**config.mk**
```make
export PLATFORM = sky130hd
export DESIGN_NAME = energy_level_tx
export DESIGN_NICKNAME = d
export VERILOG_FILES = /design/src/rtl/energy_level_tx.sv
export SDC_FILE = /design/constraint.sdc
export NUM_CORES = 1
export LEC_CHECK = 0
export ABC_CLOCK_PERIOD_IN_PS = 1850
export BUFFER_PORTS_ARGS = -buffer_cell sky130_fd_sc_hd__buf_4
export CAP_MARGIN = 20
export CORE_MARGIN = 5
export CORE_UTILIZATION = 40
export CTS_CLUSTER_SIZE = 40
export DETAILED_ROUTE_END_ITERATION = 10
export PLACE_DENSITY = 0.58
export SLEW_MARGIN = 20
export SYNTH_ARGS = -nofsm -noshare
export SYNTH_HDL_FRONTEND = slang
export SYNTH_SLANG_ARGS = --single-unit
```
**constraint.sdc**
```tcl
create_clock -name clk -period 1.85 [get_ports clk]
set_clock_uncertainty 0.2 [all_clocks]
set_input_delay 0.0925 -clock clk [delete_from_list [all_inputs] [get_ports clk]]
set_output_delay 0.0925 -clock clk [all_outputs]
set_load 0.01 [all_outputs]
```
**src/rtl/energy_level_tx.sv**
```systemverilog
module energy_level_tx #(
  parameter int HALF_BIT_CYC = 50,
  parameter int FRAME_CYC    = 100000,
  parameter logic [31*16-1:0] THRESH = '0
) (
  input  logic        clk,
  input  logic        rst_n,
  input  logic [15:0] energy_i,
  input  logic        energy_vld_i,
  input  logic        both_broken_i,
  input  logic        dump_en_i,
  input  logic        dump_unmask_i,
  input  logic [3:0]  dump_card_i,
  input  logic [3:0]  ilk_flags_i,
  output logic        link_a_o,
  output logic        link_b_o
);
  localparam int NLVL  = 32;
  localparam int LVL_W = $clog2(NLVL);
  localparam int NTH   = NLVL - 1;
  localparam int EW    = 16;
  localparam int FR_W  = 32;
  localparam int BIT_W = $clog2(FR_W);
  localparam int HC_W  = $clog2(HALF_BIT_CYC + 1);
  localparam int PC_W  = $clog2(FRAME_CYC + 1);
  localparam logic [7:0] HDR  = 8'b1001_0000;
  localparam logic [3:0] POLY = 4'b0011;

  function automatic logic [NTH*EW-1:0] uniform_tbl();
    logic [NTH*EW-1:0] t;
    for (int k = 1; k <= NTH; k++) t[(k-1)*EW +: EW] = EW'(k * ((2**EW) / NLVL));
    return t;
  endfunction

  localparam logic [NTH*EW-1:0] TBL = (THRESH == '0) ? uniform_tbl() : THRESH;

  function automatic logic [3:0] crc4(input logic [FR_W-5:0] d);
    logic [3:0] c;
    logic fb;
    c = '0;
    for (int i = FR_W - 5; i >= 0; i--) begin
      fb = c[3] ^ d[i];
      c = {c[2:0], 1'b0};
      if (fb) c = c ^ POLY;
    end
    return c;
  endfunction

  logic [LVL_W-1:0] lvl_conv, lvl_q, lvl_tx;
  logic             tog_q;
  logic [15:0]      comp;
  logic [FR_W-5:0]  body;
  logic [FR_W-1:0]  frame_w, sh_q;
  logic [PC_W-1:0]  per_q;
  logic [HC_W-1:0]  hc_q;
  logic [BIT_W-1:0] bit_q;
  logic             busy_q, half_q, start;

  always_comb begin
    lvl_conv = '0;
    for (int k = 0; k < NTH; k++)
      if (energy_i >= TBL[k*EW +: EW]) lvl_conv = LVL_W'(k + 1);
  end

  always_ff @(posedge clk) begin
    if (!rst_n) begin
      lvl_q <= '0;
      tog_q <= 1'b0;
    end else if (energy_vld_i && !both_broken_i) begin
      lvl_q <= lvl_conv;
      tog_q <= ~tog_q;
    end
  end

  assign lvl_tx  = both_broken_i ? '1 : lvl_q;
  assign comp    = {ilk_flags_i, dump_card_i, dump_en_i, dump_unmask_i, both_broken_i, lvl_tx};
  assign body    = {HDR, comp, tog_q, 3'b000};
  assign frame_w = {body, crc4(body)};
  assign start   = (per_q == '0);

  always_ff @(posedge clk) begin
    if (!rst_n) per_q <= '0;
    else        per_q <= (per_q == PC_W'(FRAME_CYC - 1)) ? '0 : per_q + 1'b1;
  end

  always_ff @(posedge clk) begin
    if (!rst_n) begin
      sh_q   <= '0;
      busy_q <= 1'b0;
      half_q <= 1'b0;
      hc_q   <= '0;
      bit_q  <= '0;
    end else if (start) begin
      sh_q   <= frame_w;
      busy_q <= 1'b1;
      half_q <= 1'b0;
      hc_q   <= '0;
      bit_q  <= '0;
    end else if (busy_q) begin
      if (hc_q == HC_W'(HALF_BIT_CYC - 1)) begin
        hc_q   <= '0;
        half_q <= ~half_q;
        if (half_q) begin
          sh_q  <= {sh_q[FR_W-2:0], 1'b0};
          bit_q <= bit_q + 1'b1;
          if (bit_q == BIT_W'(FR_W - 1)) busy_q <= 1'b0;
        end
      end else begin
        hc_q <= hc_q + 1'b1;
      end
    end
  end

  assign link_a_o = busy_q & (sh_q[FR_W-1] ^ half_q);
  assign link_b_o = busy_q & (sh_q[FR_W-1] ^ half_q);
endmodule


```
After elaboration in Yosys (flattened, before gate mapping)
Index checks and enable logic that the tools add are counted.
Widths: inputs -> output; s select.
{"block": "totals", "out_inout_bits": 2, "elab_cells": 159, "reg_bits": 68}
{"block": "op_classes", "n_addsub": 3, "n_reduce_logical": 11, "n_mux": 62, "eq_ne": 3, "n_lt_le_gt_ge": 31, "bitwise": 40}
{"op": "$ge 16x16->1 const B", "n": 16}
{"op": "$mux 5", "n": 30}
{"op": "$ge 16x15->1 const B", "n": 8}
{"op": "$mux 32", "n": 4}
{"op": "$ge 16x14->1 const B", "n": 4}
{"op": "$mux 2", "n": 21}
{"op": "$not 2->2", "n": 19}
{"op": "$ge 16x13->1 const B", "n": 2}
{"op": "$add 17x1->17 const B", "n": 1}
{"op": "$eq 17x17->1 const B", "n": 1}
{"op": "$logic_not 17->1", "n": 1}
{"op": "$ge 16x12->1 const B", "n": 1}
{"op": "$xor 1x1->1", "n": 15}
{"op": "$add 6x1->6 const B", "n": 1}
{"op": "$eq 6x6->1 const B", "n": 1}
{"op": "$mux 1", "n": 6}
{"op": "$mux 6", "n": 1}
{"op": "$reduce_and 3->1", "n": 2}
{"op": "$reduce_bool 2->1", "n": 3}
{"op": "$add 5x1->5 const B", "n": 1}
{"op": "$eq 5x5->1 const B", "n": 1}
{"op": "$reduce_or 2->1", "n": 2}
{"op": "$not 1->1", "n": 3}
{"op": "$reduce_and 2->1", "n": 1}
{"op": "other kinds (4)", "n": 5}

Depth between registers and ports, before layout
Gate-level depths: netlist (run 1).
{"block": "depth", "word_depth": 40, "ltp_mapped": 8, "ltp_nobuf": 7}

Worst setup path after synthesis (run 1)
OpenSTA, ideal clock, no wires.
{"block": "synth_timing", "path_kind": "reg-to-reg", "startpoint": "reg per_q[0]", "endpoint": "reg per_q[11]", "n_path_buf": 1, "path_slack_ps": -69, "setup_time_ps": 117, "stages_incl_launch_ff": 7, "period_less_slack_ps": 1919, "t_arrival_ps": 1601, "cell_sequence": "dfxtp_1 -> ha_1 -> nand3_1 -> or4_1 -> nand2_1 -> buf_2 -> nor2_1"}
{"block": "synth_between", "elab_chain_cells": 2}
{"element": "from (decl)", "line_no": "54", "rtl": "logic [PC_W-1:0] per_q;"}
{"element": "from (signal assigned)", "line_no": "83", "rtl": "else per_q <= (per_q == PC_W'(FRAME_CYC - 1)) ? '0 : per_q + 1'b1;"}
{"element": "parallel branches: the longest is 2 deep, another holds $add 17x1->17"}
Parallel ways; which one is timed is not known.
A chain may end at the register's enable or synchronous reset.

Final worst setup path (run 1)
{"block": "layout_timing", "startpoint": "reg per_q[5]", "endpoint": "reg sh_q[14]"}
{"block": "layout_between", "elab_chain_cells": 3}
{"element": "$logic_not 17->1 *", "line_no": "79", "rtl": "assign start = (per_q == '0);"}
{"element": "$reduce_bool 2->1 (no source line)"}
{"element": "$reduce_and 3->1 (no source line)"}
{"element": "to (signal assigned)", "line_no": "94", "rtl": "sh_q <= frame_w;"}
{"element": "to (signal assigned)", "line_no": "104", "rtl": "sh_q <= {sh_q[FR_W-2:0], 1'b0};"}
{"element": "to (decl)", "line_no": "53", "rtl": "logic [FR_W-1:0] frame_w, sh_q;"}
Mark *: on every way between the ends. The rest lies on a longest branch, timed or not.

==> results_dict.tcl, run 1 <==
set metrics [dict create \
    status "finished with violations" \
    violations "negative setup slack" \
    clk_pin_slew_ns 0.07 \
    grt-busiest-layer "met2" \
    holdCritStartpoint "both_broken_i" \
    required_ns 1.87 \
    fp.dieW_um 99.03 \
    port-buffer-count 20 \
    syn_nets 406 \
    layout_commonest_cell "nand2_1" \
    avgRoutedWirePerCell_um 12.67 \
    fp.dieH_um 99.03 \
    r2r_cells 8 \
    track_usage_pct 14.39 \
    async_flop_share_pct 0 \
    hold_end "sh_q[13]" \
    criticalPathCategory "flop to flop" \
    r2r_start "per_q[5]" \
    grt_max_degree 32 \
    ys_top_cells_by_area "dfxtp_1, nand2_1, nor2_1, xnor2_1, xor2_1" \
    multi_input_area_mm2 0.001836 \
    fmax_ghz 0.5318 \
    grt_first_pass_wirelength_um 11570 \
    synth_compound_area_share_pct 9.313 \
    ys_seq_area_share_pct 42.94 \
    netlist_area_mm2 0.003171 \
    crit_arrival_ns 1.90 \
    hold_violations 0 \
    use_met2_pct 22.37 \
    rows 32 \
    fillers 691 \
    placed_cells 512 \
    ant_nets 0 \
    antenna_found_initial 0 \
    start_kind "flop" \
    worstMarginPinSlew_ns 0.5846 \
    regArea_mm2 0.001365 \
    grt_pass1_vias 2599 \
    p_per_area_mw_per_mm2 903.7 \
    route.detailed.drc 0 \
    report.final.slew_viol_count 0 \
    ir_worst_vdd_v 0.0004851 \
    vias 2703 \
    setup_violations 8 \
    synthXorXnorAreaFrac_pct 14.64 \
    clockRootBuffer "clkbuf_8" \
    drt_iter0_markers 74 \
    slowest_stage "dfxtp_2" \
    cp_slowest_stage_delay_ns 0.34 \
    r2r_setup_slack_ns -0.03 \
    synthCells 370 \
    cts_buffer_depth 2 \
    r2r_end "sh_q[14]" \
    drv_cap 0 \
    finalCriticalPeriod_ns 1.880 \
    synth_edf_count 0 \
    cts_max_level 3 \
    worstSetupStartpoint "per_q[5]" \
    rsz0062_at_grt "true" \
    synth_cell_types 37 \
    cp_max_fo 21 \
    timing.critical_path.mode_cell "buf_12" \
    synthSimpleGateAreaFrac_pct 23.91 \
    drive_gt1_share_pct 23.66 \
    leakagePower_nw 1.729 \
    pin_count 32 \
    synth_mux_area_share_pct 3.473 \
    synth-main-ff-cell "dfxtp_1" \
    start_util_pct 41.03 \
    final_core_util_pct 56.62 \
    yosys.area_share.adder_pct 2.368 \
    syn_avg_cell_area_um2 8.569 \
    yosysWarningCount 0 \
    met1_usage_pct 19.05 \
    period_share_pct 101.6 \
    dr.pass1.iters 4 \
    slew_headroom_pct 60.98 \
    place_congestion 0.7669 \
    antennaDiodeCount 0 \
    yosys.area.top_type "dfxtp_1" \
    syn_to_final_growth_pct 38.00 \
    synth_top_area_share_pct 42.94 \
    dp_hpwl_um 4430 \
    hold_depth 4 \
    layout.nets 479 \
    die_area_mm2 0.009807 \
    worstPathCellList "nor4_4 -> nand2_1 -> nand4b_1 -> buf_6 -> buf_12 -> buf_12 -> nor2_1 -> a311oi_2" \
    ys_ff_latch 68 \
    final_cells 550 \
    layout_common_cells "nand2_1, dfxtp_1, buf_4" \
    cts.sinks 68 \
    insertion_delay_ns 0.34 \
    wirelength_um 6967 \
    vias_per_cell 4.915 \
    crit_path_end_kind "flop" \
    cts_tree "done" \
    grt-ovfl-total 0 \
    synth_top_family_by_area "simple AND/OR/NAND/NOR gates" \
    finalWorstSetupSlack_ns -0.03050 \
    numCtsBuffers 9 \
    met3_usage_pct 2.548 \
    hold_path_class "primary input to flop" \
    core_area_mm2 0.007727 \
]
## worst max path at each step
stage / to
finish: sh_q[14]
global route: sh_q[23]
CTS: sh_q[14]
detailed placement: per_q[11]
global placement: per_q[10]
floorplan: per_q[11]
## worst max-delay path: cells and delay by family, from the launching register on
kind	cells	cell delay [ns]
buffers and inverters	3	0.44
AND/OR/NAND/NOR	4	0.73
flip-flops	1	0.34
AO/OA/AOI/OAI	1	0.06
## final cells by class
class | instances | area share, %
Clock inverter | 6 | 3.088
Sequential cell | 68 | 31.20
Inverter | 6 | 0.5147
Timing Repair Buffer | 81 | 17.19
Tap cell | 102 | 2.917
Clock buffer | 10 | 3.146
Multi-Input combinational cell | 277 | 41.95
## cells by family after synthesis
family,count (synthesis)
xor gates and xnor gates,45
AOI/OAI and AO/OA,42
adders and majority gates,6
DFF,68
muxes,11
buffers and inverters,26
and+or+nand+nor,172
## where the power goes
group	internal [W]	leakage [nW]	switching, W
combinational	0.000389	1.04	0.000313
clock	0.00107	0.129	0.000575
sequential	0.00156	0.557	0.0000530
## registers in the layout (all words and copies together) (netlist names)
name / count
bit_q: 5
busy_q: 1
half_q: 1
hc_q: 6
lvl_q: 5
per_q: 17
sh_q: 32
tog_q: 1
## metal layers
layer	share of wire [%]	routed length [um]	vias to the layer above
met2	46	3185	45
met4	1.7	121	0
met1	49	3441	1248
met5	0	0	-
li1	-	-	1401
met3	3.1	218	9
## cell usage after synthesis, types with 2 or more instances
| master | number |
|---|---|
| nand3_1 | 13 |
| mux2i_1 | 11 |
| buf_2 | 4 |
| nand4_1 | 5 |
| a311oi_1 | 12 |
| xnor3_1 | 4 |
| a21oi_1 | 15 |
| nor2_1 | 54 |
| nand2_1 | 72 |
| inv_1 | 6 |
| xnor2_1 | 22 |
| nor3_1 | 7 |
| o31ai_1 | 4 |
| nor2b_1 | 2 |
| xor2_1 | 17 |
| a31oi_1 | 6 |
| o211a_1 | 2 |
| and3_1 | 5 |
| dfxtp_1 | 68 |
| nand4b_1 | 2 |
| and2_1 | 2 |
| nor4_1 | 3 |
| clkbuf_1 | 14 |
| ha_1 | 6 |
| xnor2_2 | 2 |
## metrics by stage
stage                     worst slack, ns  hold WS (ns)  total power, W  setup TNS [ns]  instance area, um2
after global placement           -0.03361        0.1284        0.002196         -0.4347                3717
after detailed placement         -0.04980        0.1338        0.002207         -0.6861                3717
final                            -0.03050       0.04044        0.003954         -0.1085                4375
after global routing              -0.1281       0.06149        0.004138          -4.683                4375
after floorplan                  0.004490       0.03987        0.002015               0                3181
after CTS                        0.007519       0.03171        0.003896               0                4169
## what timing repair did
item,4_1_cts,5_1_grt
resized for setup,4,24
buffers inserted,0,2
gates cloned,0,4
pin swaps,3,6
hold buffers,16,0
setup endpoints to repair,24,54
endpoints found under the hold margin,34,0
(Power assumes the default switching activity.)
==> run 2: changes to the inputs <==
--- a/config.mk
+++ b/config.mk
@@ -12,7 +12,7 @@
 export CORE_UTILIZATION = 40
 export CTS_CLUSTER_SIZE = 40
 export DETAILED_ROUTE_END_ITERATION = 10
-export PLACE_DENSITY = 0.58
+export PLACE_DENSITY_LB_ADDON = 0.1
 export SLEW_MARGIN = 20
 export SYNTH_ARGS = -nofsm -noshare
 export SYNTH_HDL_FRONTEND = slang
==> run 2 against run 1 <==
The run still ends with negative setup slack left. Final cell count rose by 0.18%. First-iteration DRC count increased by 12%. Die area did not move. Register-to-register slack about the same. Cell area up 1.6%. Count of clock-buffer cells in the layout is 1 lower. Hold slack got worse by 0.024 ns. Worst setup slack better by 0.0094 ns. Non-clock buffer count rose by 3. Flip-flop and latch count did not move. Critical path type unchanged. Highest routed layer unchanged.
==> results_dict.tcl, run 2 (synthesis results as in run 1) <==
set metrics [dict create \
    die_area_mm2 0.009807 \
    finalCriticalPeriod_ns 1.871 \
    syn_to_final_growth_pct 40.17 \
    report.final.slew_viol_count 0 \
    numCtsBuffers 9 \
    antenna_found_initial 0 \
    crit_path_end_kind "flop" \
    core_area_mm2 0.007727 \
    drt_iter0_markers 83 \
    start_util_pct 41.03 \
    crit_arrival_ns 1.95 \
    final_core_util_pct 57.51 \
    tns_ns -0.1012 \
    layout_common_cells "nand2_1, dfxtp_1, buf_4" \
    criticalPathCategory "flop to flop" \
    drv_cap 0 \
    fmax_ghz 0.5344 \
    route.detailed.drc 0 \
    cts.sinks 68 \
    grt-ovfl-total 0 \
    critPathBufInv 3 \
    dr.pass1.iters 4 \
    finalWorstSetupSlack_ns -0.02112 \
    cts_tree "done" \
    antennaDiodeCount 0 \
    period_share_pct 101.1 \
    cp_max_fo 6 \
    grt_pass1_vias 2555 \
    worstMarginPinSlew_ns 0.4353 \
    port-buffer-count 20 \
    rsz0062_at_grt "true" \
    p_total_w 0.003689 \
    layout_commonest_cell "nand2_1" \
    cts_max_level 3 \
    status "finished with violations" \
    ant_nets 0 \
    clockRootBuffer "clkbuf_8" \
    track_usage_pct 14.04 \
    insertion_delay_ns 0.33 \
    cts_buffer_depth 2 \
    timing.critical_path.mode_cell "buf_6" \
    required_ns 1.93 \
    slew_headroom_pct 70.95 \
    wirelength_um 7073 \
    p_per_area_mw_per_mm2 830.1 \
    vias 2722 \
    hold_violations 0 \
    dp_hpwl_um 4704 \
    ir_worst_vdd_v 0.0003962 \
    placed_cells 515 \
    place_congestion 0.7417 \
    leakagePower_nw 1.719 \
    slowest_stage "dfxtp_4" \
    largest_reg_flops 32 \
    setup_violations 9 \
    grt_max_degree 25 \
    drive_gt1_share_pct 28.29 \
    reg.largest.list "sh_q: 32 flops, per_q: 17 flops, hc_q: 6 flops" \
    crit_family "simple AND/OR/NAND/NOR gates" \
    grt_first_pass_wirelength_um 11280 \
    cp_slowest_stage_delay_ns 0.37 \
    clk_pin_slew_ns 0.08 \
    layout.nets 481 \
    worstPathCellList "nor4_4 -> nand2_1 -> nand4b_1 -> buf_6 -> buf_6 -> clkbuf_16 -> a21oi_2 -> o21a_1" \
    start_kind "flop" \
    regMostFlops "sh_q" \
    hold_path_class "primary input to flop" \
    vias_per_cell 4.940 \
    fp.dieH_um 99.03 \
    pin_count 32 \
    avgRoutedWirePerCell_um 12.84 \
    final_cells 551 \
    rows 32 \
    violations "negative setup slack" \
    fp.dieW_um 99.03 \
]
[run 2: worst paths after layout]
check | start | endpoint | slack, ns | cells past startpoint
min | dump_card_i[1] | sh_q[17] | 0.02 | 4
max | per_q[5] | sh_q[1] | -0.02 | 8
max reg2reg | per_q[5] | sh_q[1] | -0.02 | 8
min reg2reg | sh_q[29] | sh_q[29] | 0.26 | 2
[run 2: timing repair]
| action | CTS | global route |
|---|---|---|
| pin swaps | 2 | 4 |
| setup buffers | 0 | 3 |
| gates cloned | 0 | 3 |
| setup endpoints to repair | 32 | 57 |
| hold endpoints to repair | 25 | 0 |
| resized for setup | 4 | 45 |
| hold buffers | 15 | 0 |
[run 2: where the power goes]
| group | leakage [nW] | switching, W | internal [W] |
|---|---|---|---|
| logic | 1.06 | 0.000337 | 0.000423 |
| registers | 0.557 | 0.0000549 | 0.00155 |
| clock network | 0.105 | 0.000567 | 0.000753 |
| total | 1.72 | 0.000959 | 0.00273 |
[run 2: cell type report]
class | count | area [um2]
clock buffer | 9 | 123.9
tap | 102 | 127.6
clock inverter | 6 | 90.09
multi-input combinational | 276 | 1924
sequential | 68 | 1368
inverter | 6 | 22.52
fill | 700 | 3283
timing repair buffer | 84 | 788.3
[run 2: per-layer routing]
| layer | vias to the layer above | GRT usage [%] | wire length (um) |
|---|---|---|---|
| met2 | 32 | 23.09 | 3466 |
| met5 | - | 0 | 0 |
| met1 | 1277 | 17.89 | 3314 |
| li1 | 1403 | - | - |
| met4 | 0 | 5.987 | 121 |
| met3 | 10 | 2.760 | 171 |
[run 2: worst min-delay path, stage by stage]
cell and delay [ns]:
buf_4 0.12, buf_4 0.13, nor2_2 0.11, a311oi_2 0.05
[run 2: through the flow]
step | instance area, um2 | hold WS (ns) | setup slack, ns
4_1_cts | 4136 | 0.002040 | 0.0009377
5_1_grt | 4444 | 0.01918 | -0.1316
3_3_place_gp | 3752 | 0.1293 | -0.02368
6_report | 4444 | 0.01614 | -0.02112
3_5_place_dp | 3752 | 0.1393 | -0.03691
2_1_floorplan | 3181 | 0.03987 | 0.004490
==> run 3: changes to the inputs <==
--- a/config.mk
+++ b/config.mk
@@ -12,6 +12,7 @@
 export CORE_UTILIZATION = 40
 export CTS_CLUSTER_SIZE = 40
 export DETAILED_ROUTE_END_ITERATION = 10
+export MAX_ROUTING_LAYER = met4
 export PLACE_DENSITY_LB_ADDON = 0.1
 export SLEW_MARGIN = 20
 export SYNTH_ARGS = -nofsm -noshare
==> run 3 against run 2 <==
The flow still finishes with violations (negative setup slack). Total power is 0.17% higher. Sequential power hardly changed. Global-route usage is 0.46 points higher. Flip-flop and latch count stayed put. Fmax hardly changed. Worst setup slack hardly changed. Final cell count stayed put. Critical endpoint unchanged. Largest power group unchanged.
==> results_dict.tcl, run 3 (synthesis results as in run 1) <==
set metrics [dict create \
    crit_path_end_kind "flop" \
    tns_ns -0.1055 \
    slew_headroom_pct 70.92 \
    layout_commonest_cell "nand2_1" \
    finalCriticalPeriod_ns 1.871 \
    track_usage_pct 14.50 \
    clk_pin_slew_ns 0.08 \
    rows 32 \
    cts_buffer_depth 2 \
    largest_reg_flops 32 \
    violations "negative setup slack" \
    syn_to_final_growth_pct 40.17 \
    timing.critical_path.mode_cell "buf_6" \
    cts_tree "done" \
    period_share_pct 101.1 \
    grt_max_degree 25 \
    crit_family "simple AND/OR/NAND/NOR gates" \
    reg.largest.list "sh_q: 32 flops, per_q: 17 flops, hc_q: 6 flops" \
    numCtsBuffers 9 \
    hold_path_class "primary input to flop" \
    critPathBufInv 3 \
    final_core_util_pct 57.51 \
    fp.dieH_um 99.03 \
    fp.dieW_um 99.03 \
    worstPathCellList "nor4_4 -> nand2_1 -> nand4b_1 -> buf_6 -> buf_6 -> clkbuf_16 -> a21oi_2 -> o21a_1" \
    route.detailed.drc 0 \
    required_ns 1.93 \
    fmax_ghz 0.5345 \
    slowest_stage "dfxtp_4" \
    drv_cap 0 \
    fin_hold_ws_ns 0.01644 \
    antennaDiodeCount 0 \
    grt_pass1_vias 2546 \
    wirelength_um 7107 \
    clockRootBuffer "clkbuf_8" \
    drt_iter0_markers 88 \
    cts_max_level 3 \
    avgRoutedWirePerCell_um 12.90 \
    cp_max_fo 6 \
    dp_hpwl_um 4704 \
    cp_slowest_stage_delay_ns 0.37 \
    core_area_mm2 0.007727 \
    dr.pass1.iters 4 \
    worstMarginPinSlew_ns 0.4357 \
    status "finished with violations" \
    die_area_mm2 0.009807 \
    finalWorstSetupSlack_ns -0.02102 \
    start_util_pct 41.03 \
    p_per_area_mw_per_mm2 831.6 \
    hold_violations 0 \
    drive_gt1_share_pct 28.29 \
    crit_arrival_ns 1.95 \
    regMostFlops "sh_q" \
    insertion_delay_ns 0.33 \
    rsz0062_at_grt "true" \
    report.final.slew_viol_count 0 \
    grt-ovfl-total 0 \
    start_kind "flop" \
    cts.sinks 68 \
    layout_common_cells "nand2_1, dfxtp_1, buf_4" \
    place_congestion 0.7510 \
    setup_violations 10 \
    vias_per_cell 4.942 \
    grt_first_pass_wirelength_um 11300 \
    criticalPathCategory "flop to flop" \
    vias 2723 \
    ir_worst_vdd_v 0.0003962 \
    pin_count 32 \
    ant_nets 0 \
    leakagePower_nw 1.719 \
    layout.nets 481 \
    port-buffer-count 20 \
    antenna_found_initial 0 \
]
## run 3: repair_timing
item	in CTS	in global routing
resized for setup	4	45
pin swaps	2	4
setup buffers	0	3
setup endpoints to repair	32	57
hold buffers	15	0
gates cloned	0	3
endpoints found under the hold margin	25	0
## run 3: stage by stage
stage	power [W]	worst slack, ns	instance area [um2]	instances
3_3_place_gp	0.002217	-0.02368	3752	515
4_1_cts	0.003586	0.0009377	4136	545
6_report	0.003696	-0.02102	4444	551
5_1_grt	0.003885	-0.1316	4444	551
3_5_place_dp	0.002222	-0.03691	3752	515
2_1_floorplan	0.002015	0.004490	3181	370
## run 3: path summary, 6_finish.rpt
kind | startpoint | slack (ns) | end | cells after the start
min reg2reg | sh_q[29] | 0.26 | sh_q[29] | 2
max reg2reg | per_q[5] | -0.02 | sh_q[1] | 8
min | dump_card_i[1] | 0.02 | sh_q[17] | 4
max | per_q[5] | -0.02 | sh_q[1] | 8
## run 3: worst reg2reg max path, stage by stage, from the launching register on
cell and delay (ns):
dfxtp_4 0.37, nor4_4 0.26, nand2_1 0.10, nand4b_1 0.20
buf_6 0.16, buf_6 0.13, clkbuf_16 0.16, a21oi_2 0.13
o21a_1 0.12
## run 3: power breakdown
group          switching (W)  leakage, nW  internal (W)
sequential         0.0000556        0.557       0.00155
clock               0.000572        0.105      0.000753
combinational       0.000338         1.06      0.000423
total               0.000965         1.72       0.00273
## run 3: area by class of cell
cell class | count | area (um2)
inverter | 6 | 22.52
clock inverter | 6 | 90.09
fill | 700 | 3283
multi-input combinational | 276 | 1924
tap | 102 | 127.6
sequential | 68 | 1368
clock buffer | 9 | 123.9
timing repair buffer | 84 | 788.3
## run 3: routing by layer
metal | track usage [%] | part of all wire, % | vias up
li1 | - | - | 1403
met1 | 17.93 | 47 | 1281
met2 | 23.04 | 49 | 31
met3 | 2.972 | 2.3 | 8
met4 | 5.987 | 1.3 | 0
met5 | - | 0 | -
